[config.mk]
export PLATFORM = sky130hd
export DESIGN_NAME = cfg_port_unlock
export DESIGN_NICKNAME = d
export VERILOG_FILES = /design/src/rtl/cfgp_pkg.sv /design/src/rtl/cfgp_key_fsm.sv /design/src/rtl/cfgp_reg_decode.sv /design/src/rtl/cfg_port_unlock.sv
export SDC_FILE = /design/constraint.sdc
export NUM_CORES = 1
export LEC_CHECK = 0
export BUFFER_PORTS_ARGS = -buffer_cell sky130_fd_sc_hd__buf_2
export CAP_MARGIN = 10
export CORE_MARGIN = 5
export CORE_UTILIZATION = 39
export DETAILED_ROUTE_END_ITERATION = 16
export HOLD_SLACK_MARGIN = 0.12
export PLACE_DENSITY = 0.76
export SETUP_SLACK_MARGIN = 0.4
export SYNTH_ARGS = -nofsm -noshare
export SYNTH_HDL_FRONTEND = slang
export SYNTH_SLANG_ARGS = --single-unit
[constraint.sdc]
create_clock -name clk -period 2 [get_ports clk]
set_clock_uncertainty 0.15 [all_clocks]
set_input_delay 0.2 -clock clk [delete_from_list [all_inputs] [get_ports clk]]
set_output_delay 0.2 -clock clk [all_outputs]
set_load 0.02 [all_outputs]
[src/rtl/cfgp_pkg.sv]
package cfgp_pkg;
    typedef enum logic [1:0] {
        ST_LOCKED = 2'd0,
        ST_HALF   = 2'd1,
        ST_OPEN   = 2'd2
    } cfg_state_e;

    localparam int          BYTE_W        = 8;
    localparam logic [7:0]  KEY_ENTER     = 8'h87;
    localparam logic [7:0]  KEY_EXIT      = 8'hAA;
    localparam logic [7:0]  IDX_LDSEL     = 8'h07;
    localparam logic [7:0]  IDX_CHIPID    = 8'h20;
    localparam logic [7:0]  IDX_FWD_FLOOR = 8'h30;
    localparam logic [7:0]  BYTE_IDLE     = 8'hFF;
endpackage

[src/rtl/cfgp_key_fsm.sv]
module cfgp_key_fsm
    import cfgp_pkg::*;
(
    input  logic              clk,
    input  logic              rst_n,
    input  logic              idx_wr,
    input  logic              dat_wr,
    input  logic [BYTE_W-1:0] wbyte,
    output logic              cfg_open,
    output logic              exit_hit
);
    cfg_state_e state_q, state_d;

    always_comb begin
        state_d = state_q;
        unique case (state_q)
            ST_LOCKED: if (idx_wr && wbyte == KEY_ENTER) state_d = ST_HALF;
            ST_HALF: begin
                if (idx_wr && wbyte == KEY_ENTER) state_d = ST_OPEN;
                else if (idx_wr || dat_wr)        state_d = ST_LOCKED;
            end
            ST_OPEN:   if (idx_wr && wbyte == KEY_EXIT) state_d = ST_LOCKED;
            default:   state_d = ST_LOCKED;
        endcase
    end

    always_ff @(posedge clk or negedge rst_n) begin
        if (!rst_n) state_q <= ST_LOCKED;
        else        state_q <= state_d;
    end

    always_comb begin
        cfg_open = (state_q == ST_OPEN);
        exit_hit = (state_q == ST_OPEN) && idx_wr && (wbyte == KEY_EXIT);
    end

    // OPEN is only ever entered from HALF on a second enter key
    a_r1_open_after_two_keys: assert property (@(posedge clk) disable iff (!rst_n)
        (idx_wr && wbyte == KEY_ENTER && state_q == ST_HALF) |=> (state_q == ST_OPEN));
    a_r1_open_entry_path: assert property (@(posedge clk) disable iff (!rst_n)
        (state_q != ST_OPEN) |=> (state_q != ST_OPEN || $past(state_q) == ST_HALF));
    // a stray write between the keys drops the sequence
    a_r2_stray_resets: assert property (@(posedge clk) disable iff (!rst_n)
        (state_q == ST_HALF && dat_wr && !idx_wr) |=> (state_q == ST_LOCKED));
    // the exit key closes the space
    a_r3_exit_closes: assert property (@(posedge clk) disable iff (!rst_n)
        (state_q == ST_OPEN && idx_wr && wbyte == KEY_EXIT) |=> (state_q == ST_LOCKED));
endmodule

[src/rtl/cfgp_reg_decode.sv]
module cfgp_reg_decode
    import cfgp_pkg::*;
#(
    parameter logic [7:0] CHIP_ID = 8'h5C
) (
    input  logic              clk,
    input  logic              rst_n,
    input  logic              cfg_open,
    input  logic              exit_hit,
    input  logic              idx_wr,
    input  logic              dat_wr,
    input  logic              idx_rd,
    input  logic              dat_rd,
    input  logic [BYTE_W-1:0] wbyte,
    input  logic [BYTE_W-1:0] dev_rdata,
    output logic [BYTE_W-1:0] rdata,
    output logic [BYTE_W-1:0] ld_sel,
    output logic [BYTE_W-1:0] idx_out,
    output logic              dev_wr,
    output logic              dev_rd
);
    logic [BYTE_W-1:0] idx_q;
    logic [BYTE_W-1:0] ld_q;
    logic              fwd;

    assign fwd = (idx_q >= IDX_FWD_FLOOR);

    always_ff @(posedge clk or negedge rst_n) begin
        if (!rst_n) begin
            idx_q <= '0;
            ld_q  <= '0;
        end else begin
            if (cfg_open && idx_wr && !exit_hit) idx_q <= wbyte;
            if (cfg_open && dat_wr && idx_q == IDX_LDSEL) ld_q <= wbyte;
        end
    end

    always_comb begin
        dev_wr = cfg_open && dat_wr && fwd;
        dev_rd = cfg_open && dat_rd && fwd;
        rdata  = BYTE_IDLE;
        if (cfg_open && idx_rd) begin
            rdata = idx_q;
        end else if (cfg_open && dat_rd) begin
            if (fwd) rdata = dev_rdata;
            else if (idx_q == IDX_LDSEL)  rdata = ld_q;
            else if (idx_q == IDX_CHIPID) rdata = CHIP_ID;
            else rdata = '0;
        end
    end

    assign ld_sel  = ld_q;
    assign idx_out = idx_q;

    // index changes only through an accepted index write while open
    a_r5_idx_held_closed: assert property (@(posedge clk) disable iff (!rst_n)
        (!cfg_open || exit_hit) |=> $stable(idx_q));
    // the device select takes the written byte
    a_r7_ldsel_write: assert property (@(posedge clk) disable iff (!rst_n)
        (cfg_open && dat_wr && idx_q == IDX_LDSEL) |=> (ld_q == $past(wbyte)));
    // global writes elsewhere leave the select alone
    a_r9_ldsel_kept: assert property (@(posedge clk) disable iff (!rst_n)
        (!(cfg_open && dat_wr && idx_q == IDX_LDSEL)) |=> $stable(ld_q));
endmodule

[src/rtl/cfg_port_unlock.sv]
module cfg_port_unlock
    import cfgp_pkg::*;
#(
    parameter int          ADDR_W    = 16,
    parameter logic [15:0] BASE_PRI  = 16'h002E,
    parameter logic [15:0] BASE_ALT  = 16'h004E,
    parameter logic [7:0]  CHIP_ID   = 8'h5C
) (
    input  logic              clk,
    input  logic              rst_n,
    input  logic              strap_alt_base,
    input  logic [ADDR_W-1:0] io_addr,
    input  logic              io_wr,
    input  logic              io_rd,
    input  logic [7:0]        io_wdata,
    output logic [7:0]        io_rdata,
    output logic              cfg_open,
    output logic [7:0]        ld_sel,
    output logic              dev_wr,
    output logic              dev_rd,
    output logic [7:0]        dev_num,
    output logic [7:0]        dev_idx,
    output logic [7:0]        dev_wdata,
    input  logic [7:0]        dev_rdata
);
    localparam logic [ADDR_W-1:0] IDX_PRI = ADDR_W'(BASE_PRI);
    localparam logic [ADDR_W-1:0] IDX_ALT = ADDR_W'(BASE_ALT);

    logic [ADDR_W-1:0] idx_addr, dat_addr;
    logic hit_idx, hit_dat, idx_wr, dat_wr, idx_rd, dat_rd, exit_hit;

    assign idx_addr = strap_alt_base ? IDX_ALT : IDX_PRI;
    assign dat_addr = idx_addr + ADDR_W'(1);
    assign hit_idx  = (io_addr == idx_addr);
    assign hit_dat  = (io_addr == dat_addr);
    assign idx_wr   = io_wr && hit_idx;
    assign dat_wr   = io_wr && hit_dat;
    assign idx_rd   = io_rd && hit_idx;
    assign dat_rd   = io_rd && hit_dat;

    cfgp_key_fsm u_fsm (
        .clk      (clk),
        .rst_n    (rst_n),
        .idx_wr   (idx_wr),
        .dat_wr   (dat_wr),
        .wbyte    (io_wdata),
        .cfg_open (cfg_open),
        .exit_hit (exit_hit)
    );

    cfgp_reg_decode #(.CHIP_ID(CHIP_ID)) u_dec (
        .clk       (clk),
        .rst_n     (rst_n),
        .cfg_open  (cfg_open),
        .exit_hit  (exit_hit),
        .idx_wr    (idx_wr),
        .dat_wr    (dat_wr),
        .idx_rd    (idx_rd),
        .dat_rd    (dat_rd),
        .wbyte     (io_wdata),
        .dev_rdata (dev_rdata),
        .rdata     (io_rdata),
        .ld_sel    (ld_sel),
        .idx_out   (dev_idx),
        .dev_wr    (dev_wr),
        .dev_rd    (dev_rd)
    );

    assign dev_num   = ld_sel;
    assign dev_wdata = io_wdata;

    // nothing reaches the devices while closed
    a_r5_no_strobe_closed: assert property (@(posedge clk) disable iff (!rst_n)
        !cfg_open |-> (!dev_wr && !dev_rd));
    a_r5_idle_read_closed: assert property (@(posedge clk) disable iff (!rst_n)
        (!cfg_open && io_rd) |-> (io_rdata == BYTE_IDLE));
    // forwarded strobes only for indices at or above the floor
    a_r10_fwd_floor: assert property (@(posedge clk) disable iff (!rst_n)
        (dev_wr || dev_rd) |-> (dev_idx >= IDX_FWD_FLOOR && (io_wr || io_rd)));
endmodule

# Word level (Yosys, flattened, before mapping)
# Index checks and enable logic that the tools add are counted.
# W data, S select, Z words.
dict set report word_totals {
  register_bits 18
  wordCells 46
  output_inout_bits 43
  inputBits 37
}
dict set report classes {
  n_reduce_logical 19
  magnitude_cmp 1
  muxes 11
  n_eq_ne 11
  add_sub_neg 1
}
# operator n
set op_table {}
lappend op_table {{$mux W8} 4}
lappend op_table {{$eq A16 B7 Y1} 1}
lappend op_table {{$eq A16 B8 Y1} 1}
lappend op_table {{$eq A8 B8 Y1 const B} 2}
lappend op_table {{$logic_and A1 B1 Y1} 15}
lappend op_table {{$mux W7} 2}
lappend op_table {{$add A7 B1 Y8 const B} 1}
lappend op_table {{$eq A8 B3 Y1 const B} 1}
lappend op_table {{$eq A8 B6 Y1 const B} 1}
lappend op_table {{$ge A8 B6 Y1 const B} 1}
lappend op_table {{$mux W2} 4}
lappend op_table {{$pmux W2 S3} 1}
lappend op_table {{$ne A3 B1 Y1 const B} 1}
lappend op_table {{$reduce_and A3 Y1} 1}
lappend op_table {{$eq A2 B1 Y1 const B} 1}
lappend op_table {{$eq A2 B2 Y1 const B} 1}
lappend op_table {{$logic_not A2 Y1} 1}
lappend op_table {{$ne A2 B1 Y1 const B} 1}
lappend op_table {{$ne A2 B2 Y1 const B} 1}
lappend op_table {{$logic_not A1 Y1} 1}
lappend op_table {{$logic_or A1 B1 Y1} 1}

# Logic depth before layout (Yosys ltp)
# Gate-level depths: netlist of run 1.
dict set report depth {
  word_depth 8
  depth_mapped 5
  mapped_depth_nobuf 4
}

# By module
# A second synthesis of run 1 with hierarchy kept.
dict set report hier_totals {
  hier_cells 126
  area_unflattened_um2 1282.5
}
# module cells_each seq_area_each_um2 area_per_inst_um2 instances
set modules_own_cells {}
lappend modules_own_cells {cfgp_reg_decode 82 400.4 908.4 1}
lappend modules_own_cells {cfg_port_unlock 31 0.0 227.7 1}
lappend modules_own_cells {cfgp_key_fsm 13 50.0 146.4 1}

# Worst setup path after synthesis of run 1
# Ideal clock, no wire load.
dict set report synth_path {
  path_kind {reg-to-reg}
  startpoint {reg u_fsm.state_q[0]}
  endpoint {reg u_dec.idx_q[0] (netlist: u_dec.idx_out[0])}
  setup_time_ns 0.125
  path_stages_with_launch 5
  required_time_ns 1.725
  arrival_ns 1.894
  setup_slack_ns -0.168
  path_cell_list {dfrtp_1 > nor2b_1 > o21ai_0 > nor4_4 > mux2_2}
}
dict set report synth_between {
  elab_chain_cells 5
}
# item line
set synth_lines {}
lappend synth_lines {{start, declared} cfgp_key_fsm.sv:12} ;# cfg_state_e state_q, state_d;
lappend synth_lines {{start signal, assigned} cfgp_key_fsm.sv:29} ;# else state_q <= state_d;
lappend synth_lines {{$eq A2 B2 Y1 *} cfgp_key_fsm.sv:33} ;# cfg_open = (state_q == ST_OPEN);
lappend synth_lines {{named net cfg_open} cfg_port_unlock.sv:17} ;# output logic cfg_open,
lappend synth_lines {{$logic_and A1 B1 Y1 *} cfgp_reg_decode.sv:33} ;# if (cfg_open && idx_wr && !exit_hit) idx_q <= wbyte;
lappend synth_lines {{$logic_and A1 B1 Y1} cfgp_key_fsm.sv:34} ;# exit_hit = (state_q == ST_OPEN) && idx_wr && (wbyte == KEY_EXIT);
lappend synth_lines {{$logic_not A1 Y1} cfgp_reg_decode.sv:33}
lappend synth_lines {{$logic_and A1 B1 Y1 *} cfgp_reg_decode.sv:33}
lappend synth_lines {{end signal, assigned} cfgp_reg_decode.sv:33}
lappend synth_lines {{end, declared} cfgp_reg_decode.sv:22} ;# logic [BYTE_W-1:0] idx_q;
# The timed path passes the listed nets; every way through them passes the cells marked *.
# A chain may end at the register's enable or synchronous reset.

# Final worst setup path of run 1
dict set report layout_path {
  startpoint {reg u_dec.idx_q[7] (netlist: u_dec.idx_out[7])}
  endpoint {out io_rdata[4]}
}
dict set report layout_between {
  elab_chain_cells 6
}
# item line
set layout_lines {}
lappend layout_lines {{parallel branches: the longest is 3 deep, another holds $ge A8 B6 Y1} --}
lappend layout_lines {{$mux W8 *} cfgp_reg_decode.sv:45} ;# if (fwd) rdata = dev_rdata;
lappend layout_lines {{$mux W8 *} cfgp_reg_decode.sv:44} ;# end else if (cfg_open && dat_rd) begin
lappend layout_lines {{$mux W8 *} cfgp_reg_decode.sv:42} ;# if (cfg_open && idx_rd) begin
lappend layout_lines {{end, declared} cfg_port_unlock.sv:16} ;# output logic [7:0] io_rdata,
# Every way passes the cells marked *.

==> results of run 1 <==
==> logic make-up after synthesis <==
family / after synthesis / share of synthesized area (%)
flip-flops: 18 / 34.16
buffers and inverters: 21 / 10.53
AO/OA/AOI/OAI: 27 / 15.56
AND/OR/NAND/NOR: 45 / 26.09
multiplexers: 16 / 13.66
==> state kept, by name, summed over array words and instances (netlist names) <==
signal	cells
u_dec.idx_out	8
u_dec.ld_sel	8
u_fsm.state_q	2
==> metrics by stage <==
step	setup slack [ps]	power, mW
after detailed placement	-49.51	0.4649
after global routing	-280.8	0.7513
after CTS	-157.2	0.7089
final	-201.9	0.7215
after floorplan	23.49	0.4080
after global placement	-52.21	0.4637
==> worst max-delay path, stage by stage, from the launching register on <==
cell	delay [ps]
dfrtp_2	480
nor4_4	340
buf_4	170
a32oi_1	70
a32oi_1	220
or2_4	150
buf_6	110
==> layer usage <==
layer	up-vias	GRT usage, %	routed length, um
met5	-	0	0
met4	0	5.707	75
met3	7	2.627	405
met2	75	38.75	2653
met1	742	27.08	2063
li1	683	-	-
==> area by class of cell <==
cell class                 count  area (sq um)  area share [%]
multi-input combinational     89          1060           43.77
timing repair buffer         116         800.8           33.07
sequential                    18         459.2           18.97
tap                           46         57.56           2.377
clock buffer                   4         36.28           1.499
inverter                       2         7.507          0.3101
==> where the power goes <==
part	switching (mW)	internal, mW
clock	0.124	0.111
combinational	0.0644	0.0587
sequential	0.0000000497	0.364
total	0.188	0.534
==> layout by cell type (no fill, tap or decap), types with 2 or more instances in the layout <==
cell / n
a221oi_2: 4
nand4bb_1: 2
nor2b_1: 5
nand2_4: 2
nand2b_1: 2
dfrtp_1: 11
mux2_4: 16
nand3_1: 2
inv_1: 2
a21o_1: 3
dlygate4sd3_1: 9
or3_4: 5
dfrtp_2: 7
and4b_2: 2
o21bai_2: 5
buf_2: 69
nor4_4: 3
nor2_4: 2
o21ai_4: 2
buf_4: 19
a32oi_1: 3
buf_6: 18
clkbuf_4: 3
==> worst paths after layout <==
path / start / to / slack [ps] / cells after the start
min in group asynchronous: rst_n / u_dec.ld_sel[1]$_DFFE_PN0P_ / 200 / 2
min reg2reg: u_dec.ld_sel[6]$_DFFE_PN0P_ / u_dec.ld_sel[6]$_DFFE_PN0P_ / 440 / 1
max in group asynchronous: rst_n / u_dec.idx_out[0]$_DFFE_PN0P_ / 1160 / 2
max: u_dec.idx_out[7]$_DFFE_PN0P_ / io_rdata[4] / -200 / 6
min: io_wdata[5] / u_dec.idx_out[5]$_DFFE_PN0P_ / 120 / 3
max reg2reg: u_dec.idx_out[7]$_DFFE_PN0P_ / u_dec.ld_sel[3]$_DFFE_PN0P_ / -20 / 6
==> what timing repair did <==
| item | 4_1_cts | 5_1_grt |
|---|---|---|
| gates cloned | 1 | 0 |
| endpoints found under the hold margin | 33 | 0 |
| setup buffers | 12 | 5 |
| hold buffers | 9 | 0 |
| setup endpoints to repair | 27 | 29 |
| pin swaps | 17 | 6 |
| gates resized for setup | 55 | 20 |
==> flow_metrics.tcl, run 1 <==
set metrics [dict create \
    status "finished, violations left" \
    violations "setup timing" \
    grt_usage_pct 21.59 \
    relSlewSlack_pct 71.75 \
    period_needed_ps 2202 \
    cts_tree "done" \
    cts_sinks 18 \
    clk_latency_ps 310 \
    critPathArrivalTime_ps 1850 \
    wirelength_um 5197 \
    crit_path_end_kind "primary output" \
    row_count 21 \
    area_growth_pct 83.59 \
    max_freq_mhz 454.1 \
    syn_area_sq_mm 0.001319 \
    setup_viol 16 \
    synth_area_leaders "dfrtp_1 34%, mux2_2 13%, buf_4 9.1%" \
    report.final.hold_viol_count 0 \
    path_class "reg -> out" \
    design_area_sq_mm 0.002421 \
    nets 267 \
    rsz0062_at_grt "yes" \
    place.gp.congestion 0.7676 \
    placed_cell_area_sq_mm 0.001829 \
    final_cells 275 \
    period_share_pct 110.1 \
    slew_violations 0 \
    tightestPinTransition_ps 423.8 \
    ir_worst_vdd_uv 280.2 \
    core_region_area_sq_mm 0.003311 \
    whs_ps 122.3 \
    viasPerCell 5.480 \
    hold_class "in -> reg" \
    fin_ws_ps -201.9 \
    cp_max_fo 4 \
    dieHeight_um 68.15 \
    yosysWarningCount 0 \
    max_cap_viol_count 0 \
    antenna_found_initial 0 \
    grt_pass1_vias 1500 \
    synthTopCellsByCount "18 x dfrtp_1, 16 x buf_4, 15 x mux2_2, 6 x nor2b_1" \
    synth_edf_count 0 \
    die_area_sq_mm 0.004644 \
    drc 0 \
    cts.clk_slew.worst_paths_ps 120 \
    grt_start_max_net_pins 19 \
    ys.flop_type "dfrtp_1" \
    vias 1507 \
    ys_types 43 \
    ctsLongestPathBuffers 2 \
    first_iter_violations 125 \
    async_reset_ff_share_pct 100.0 \
    grt.overflow.total 0 \
    cts_buffers 3 \
    ys_ff_latch 18 \
    htree_levels 1 \
    tns_ps -1388 \
    syn_inst 127 \
    seq_area_frac_synth_pct 34.16 \
    yosysTopAreaCellShare_pct 34.16 \
    grt_pass1_wl_um 7396 \
    dr.pass1.iters 4 \
    critPathLaunchType "flop" \
    leakage_nw 1.169 \
    p_per_area_mw_per_mm2 298.0 \
    io_pins 80 \
    io_buffers 79 \
    syn_nets 164 \
    synth_most_common_cell "dfrtp_1" \
    drive_above_1_share_pct 77.73 \
    syn_area_per_cell_sq_um 10.38 \
    cts.root.buffer_cell "clkbuf_4" \
    start_util_pct 39.83 \
    dp.cells 244 \
    synth_area_leader_cell "dfrtp_1" \
    antenna-diode-count 0 \
    die_w_um 68.15 \
    antenna_left 0 \
    final_util_pct 73.13 \
    fill_cells 241 \
    dp_hpwl_um 3208 \
    crit_required_ps 1650 \
    wire_per_inst_um 18.90 \
]
No activity file was read; power rests on OpenSTA's default activity.
==> run 2: changes to the inputs <==
- RECOVER_POWER: default -> 50
==> flow_metrics.tcl, run 2 (synthesized netlist as in run 1, its figures left out) <==
set metrics [dict create \
    status "finished, violations left" \
    violations "setup timing" \
    htree_levels 1 \
    final_cell_mix "57 x buf_2, 19 x buf_4, 18 x buf_6, 16 x mux2_4, 12 x clkbuf_1" \
    period_needed_ps 2202 \
    wirelength_um 5215 \
    crit_path_end_kind "primary output" \
    worst_hold_startpoint "io_wdata[5]" \
    path_class "reg -> out" \
    seq_area_sq_um 459.2 \
    cts_buffers 3 \
    die_w_um 68.15 \
    hold_depth 3 \
    cp_max_fo 6 \
    final_common_cell "buf_2" \
    grt_pass1_wl_um 7396 \
    relSlewSlack_pct 32.72 \
    final_util_pct 72.68 \
    clk_latency_ps 310 \
    multi_input_area_sq_mm 0.001060 \
    viasPerCell 5.455 \
    io_buffers 79 \
    io_pins 80 \
    drive_above_1_share_pct 72.49 \
    leakage_nw 1.130 \
    cts.clk_slew.worst_paths_ps 120 \
    period_share_pct 110.1 \
    slew_violations 0 \
    grt_start_max_net_pins 19 \
    dr.pass1.iters 4 \
    hold_path_end "u_dec.idx_out[5]$_DFFE_PN0P_" \
    tightestPinTransition_ps 1009 \
    die_area_sq_mm 0.004644 \
    crit_required_ps 1650 \
    timing.rr.end "u_dec.ld_sel[3]$_DFFE_PN0P_" \
    rsz0062_at_grt "yes" \
    grt_pass1_vias 1500 \
    antenna_left 0 \
    ff2ff_setup_slack_ps -20 \
    vias 1500 \
    path_cells "and4b_2, buf_4, a32oi_1, nand3_1, a21o_1, buf_2" \
    fin_ws_ps -201.8 \
    antenna-diode-count 0 \
    report.final.hold_viol_count 0 \
    cts.root.buffer_cell "clkbuf_4" \
    cts_sinks 18 \
    critPathLaunchType "flop" \
    pre_cts_ws_ps -49.51 \
    cts_tree "done" \
    dieHeight_um 68.15 \
    r2r_cells 6 \
    critPathArrivalTime_ps 1850 \
    p_per_area_mw_per_mm2 299.9 \
    placed_cell_area_sq_mm 0.001829 \
    setup_viol 12 \
    grt_usage_pct 21.59 \
    tns_ps -1318 \
    cp_slowest_cell "dfrtp_2" \
    hold_class "in -> reg" \
    cpPeakStageDelay_ps 450 \
    wire_per_inst_um 18.96 \
    place.gp.congestion 0.7676 \
    ir_worst_vdd_uv 281.8 \
    fill_cells 243 \
    row_count 21 \
    design_area_sq_mm 0.002406 \
    area_growth_pct 82.45 \
    max_cap_viol_count 0 \
    first_iter_violations 123 \
    max_freq_mhz 454.2 \
    antenna_found_initial 0 \
    ctsLongestPathBuffers 2 \
    dp_hpwl_um 3208 \
    grt.overflow.total 0 \
    nets 267 \
    drc 0 \
    r2r_start "u_dec.idx_out[7]$_DFFE_PN0P_" \
    core_region_area_sq_mm 0.003311 \
    start_util_pct 39.83 \
]
## run 2: cell count changes in the layout (fill, tap and decap cells not counted), sizes merged
cell	delta
clkbuf	+12
buf	-12
## run 2: routing by layer
layer | vias to the layer above | share of wire (%) | track usage [%]
met5 | - | 0 | 0
met4 | 0 | 1.4 | 5.707
met3 | 7 | 6.4 | 2.627
met2 | 59 | 51 | 38.75
met1 | 750 | 41 | 27.08
li1 | 684 | - | -
## run 2: worst max-delay path by stage
stage	startpoint	to	slack, ps	cells after the start
after floorplan	u_dec.idx_out[4]$_DFFE_PN0P_	u_dec.ld_sel[0]$_DFFE_PN0P_	20	4
after global placement	io_addr[10]	io_rdata[6]	-50	6
after detailed placement	io_addr[7]	io_rdata[4]	-50	6
after CTS	u_dec.idx_out[4]$_DFFE_PN0P_	io_rdata[4]	-160	5
after global routing	u_dec.idx_out[7]$_DFFE_PN0P_	io_rdata[4]	-280	6
final	u_dec.idx_out[5]$_DFFE_PN0P_	io_rdata[3]	-200	6
## run 2: critical path, delay by kind of cell, from the launching register on
| family | cells | cell delay (ps) |
|---|---|---|
| AOI/OAI and AO/OA | 2 | 350 |
| buffers and inverters | 2 | 320 |
| and+or+nand+nor | 2 | 420 |
| DFF | 1 | 450 |
## run 2: final cells by class
cell class	instances	share of cell area, %
Tap cell	46	2.392
Clock buffer	4	1.508
Multi-Input combinational cell	89	44.05
Inverter	2	0.3120
Timing Repair Buffer	116	32.66
Sequential cell	18	19.08
## run 2: timing repair
item,4_1_cts,5_1_grt
setup endpoints to repair,27,29
hold endpoints to repair,33,0
gates cloned,1,0
pin swaps,17,6
gates resized for setup,55,20
hold buffers,9,0
buffers inserted,12,5
## run 2: through the flow
step | hold WS (ps) | power, mW | cells
6_report | 125.1 | 0.7215 | 275
5_1_grt | 128.4 | 0.7492 | 275
4_1_cts | 133.2 | 0.7089 | 270
3_5_place_dp | 14.55 | 0.4649 | 244
3_3_place_gp | 4.586 | 0.4637 | 244
2_1_floorplan | -245.6 | 0.4080 | 127
## run 2: power by group
group | switching, mW | total [mW] | leakage [nW] | internal, mW
clock | 0.126 | 0.237 | 0.0210 | 0.111
sequential | 0.0000000497 | 0.364 | 0.240 | 0.364
combinational | 0.0650 | 0.121 | 0.870 | 0.0560
total | 0.191 | 0.722 | 1.13 | 0.531
==> run 3: changes to the inputs <==
- PLACE_DENSITY: 0.76 -> 0.82
- SLEW_MARGIN: default -> 5
==> flow_metrics.tcl, run 3 (synthesized netlist as in run 1, its figures left out) <==
set metrics [dict create \
    status "finished, violations left" \
    violations "setup timing" \
    ir_worst_vdd_uv 258.3 \
    clk_latency_ps 300 \
    die_area_sq_mm 0.004644 \
    report.final.hold_viol_count 0 \
    grt.overflow.total 0 \
    grt_usage_pct 20.83 \
    fill_cells 264 \
    io_pins 80 \
    max_freq_mhz 452.6 \
    grt_start_max_net_pins 19 \
    dr.pass1.iters 4 \
    area_growth_pct 70.78 \
    rsz0062_at_grt "yes" \
    cts_sinks 18 \
    nets 260 \
    antenna-diode-count 0 \
    core_region_area_sq_mm 0.003311 \
    tns_ps -1433 \
    drc 0 \
    start_util_pct 39.83 \
    final_cell_mix "52 x buf_2, 20 x buf_6, 16 x mux2_4, 14 x buf_4, 13 x clkbuf_1" \
    place.gp.congestion 0.8538 \
    dp_hpwl_um 3227 \
    cts.root.buffer_cell "clkbuf_4" \
    critPathLaunchType "flop" \
    max_cap_viol_count 0 \
    period_share_pct 110.5 \
    antenna_left 0 \
    grt_pass1_wl_um 7182 \
    grt_pass1_vias 1476 \
    die_w_um 68.15 \
    wirelength_um 5075 \
    whs_ps 144.5 \
    path_class "reg -> out" \
    slew_violations 0 \
    wire_per_inst_um 18.94 \
    cts_buffers 3 \
    critPathArrivalTime_ps 1860 \
    p_total_mw 0.7062 \
    viasPerCell 5.653 \
    period_needed_ps 2209 \
    fin_ws_ps -209.2 \
    cts.clk_slew.worst_paths_ps 100 \
    final_common_cell "buf_2" \
    leakage_nw 1.054 \
    dieHeight_um 68.15 \
    drive_above_1_share_pct 65.77 \
    hold_class "in -> reg" \
    cp_max_fo 6 \
    pre_cts_ws_ps -98.84 \
    antenna_found_initial 0 \
    final_util_pct 68.03 \
    cts_tree "done" \
    first_iter_violations 94 \
    tightestPinTransition_ps 989.6 \
    crit_path_end_kind "primary output" \
    relSlewSlack_pct 34.03 \
    htree_levels 1 \
    crit_required_ps 1650 \
    ctsLongestPathBuffers 2 \
    setup_viol 16 \
    io_buffers 79 \
    vias 1515 \
    row_count 21 \
    p_per_area_mw_per_mm2 313.6 \
]
==> run 3: through the flow <==
step	cells	instance area, sq um
3_3_place_gp	241	1794
6_report	268	2252
3_5_place_dp	241	1794
2_1_floorplan	127	1423
4_1_cts	264	2182
5_1_grt	268	2252
==> run 3: path summary, 6_finish.rpt <==
path                                         startpoint                            to  slack [ps]  cells after the start
hold reg to reg            u_fsm.state_q[1]$_DFFE_PN0P_  u_fsm.state_q[0]$_DFFE_PN0P_         350                      1
max in group asynchronous                         rst_n  u_dec.idx_out[3]$_DFFE_PN0P_         610                      2
setup reg to reg           u_fsm.state_q[0]$_DFFE_PN0P_   u_dec.ld_sel[6]$_DFFE_PN0P_         -20                      6
setup / recovery           u_dec.idx_out[3]$_DFFE_PN0P_                   io_rdata[7]        -210                      6
min in group asynchronous                         rst_n   u_dec.ld_sel[7]$_DFFE_PN0P_         420                      2
hold / removal                              io_wdata[5]  u_fsm.state_q[1]$_DFFE_PN0P_         140                      4
==> run 3: worst max-delay path: stages (launching register included) <==
cell and delay, ps:
dfrtp_2 460, nor4_4 340, buf_6 190, and2_4 200, a221oi_1 90, o21bai_2 120
buf_4 150
==> run 3: layout make-up <==
class                   count  area [sq um]  share of cell area (%)
clock buffers               4         36.28                   1.611
well taps                  46         57.56                   2.556
repair buffers            109         739.5                   32.83
inverters                   2         7.507                  0.3333
multi-input cells          89         952.2                   42.28
flip-flops and latches     18         459.2                   20.39
==> run 3: timing repair <==
item | 4_1_cts | 5_1_grt
resized for setup | 52 | 12
pin swaps | 12 | 8
cloned | 0 | 1
setup buffers | 9 | 3
hold buffers | 10 | 0
hold endpoints to repair | 35 | 0
endpoints found under the setup margin | 27 | 28
==> run 3: power breakdown <==
group	internal [mW]	leakage (nW)	switching, mW
Combinational	0.0546	0.793	0.0591
Sequential	0.364	0.240	0.0000000506
Clock	0.111	0.0210	0.118
Total	0.529	1.05	0.177
==> run 3: layer usage <==
metal / vias to the layer above / part of all wire, % / track usage, %
met2: 85 / 49 / 35.50
met3: 16 / 7.5 / 1.970
met5: - / 0 / 0
li1: 670 / - / -
met1: 744 / 40 / 26.67
met4: 0 / 3.7 / 8.933
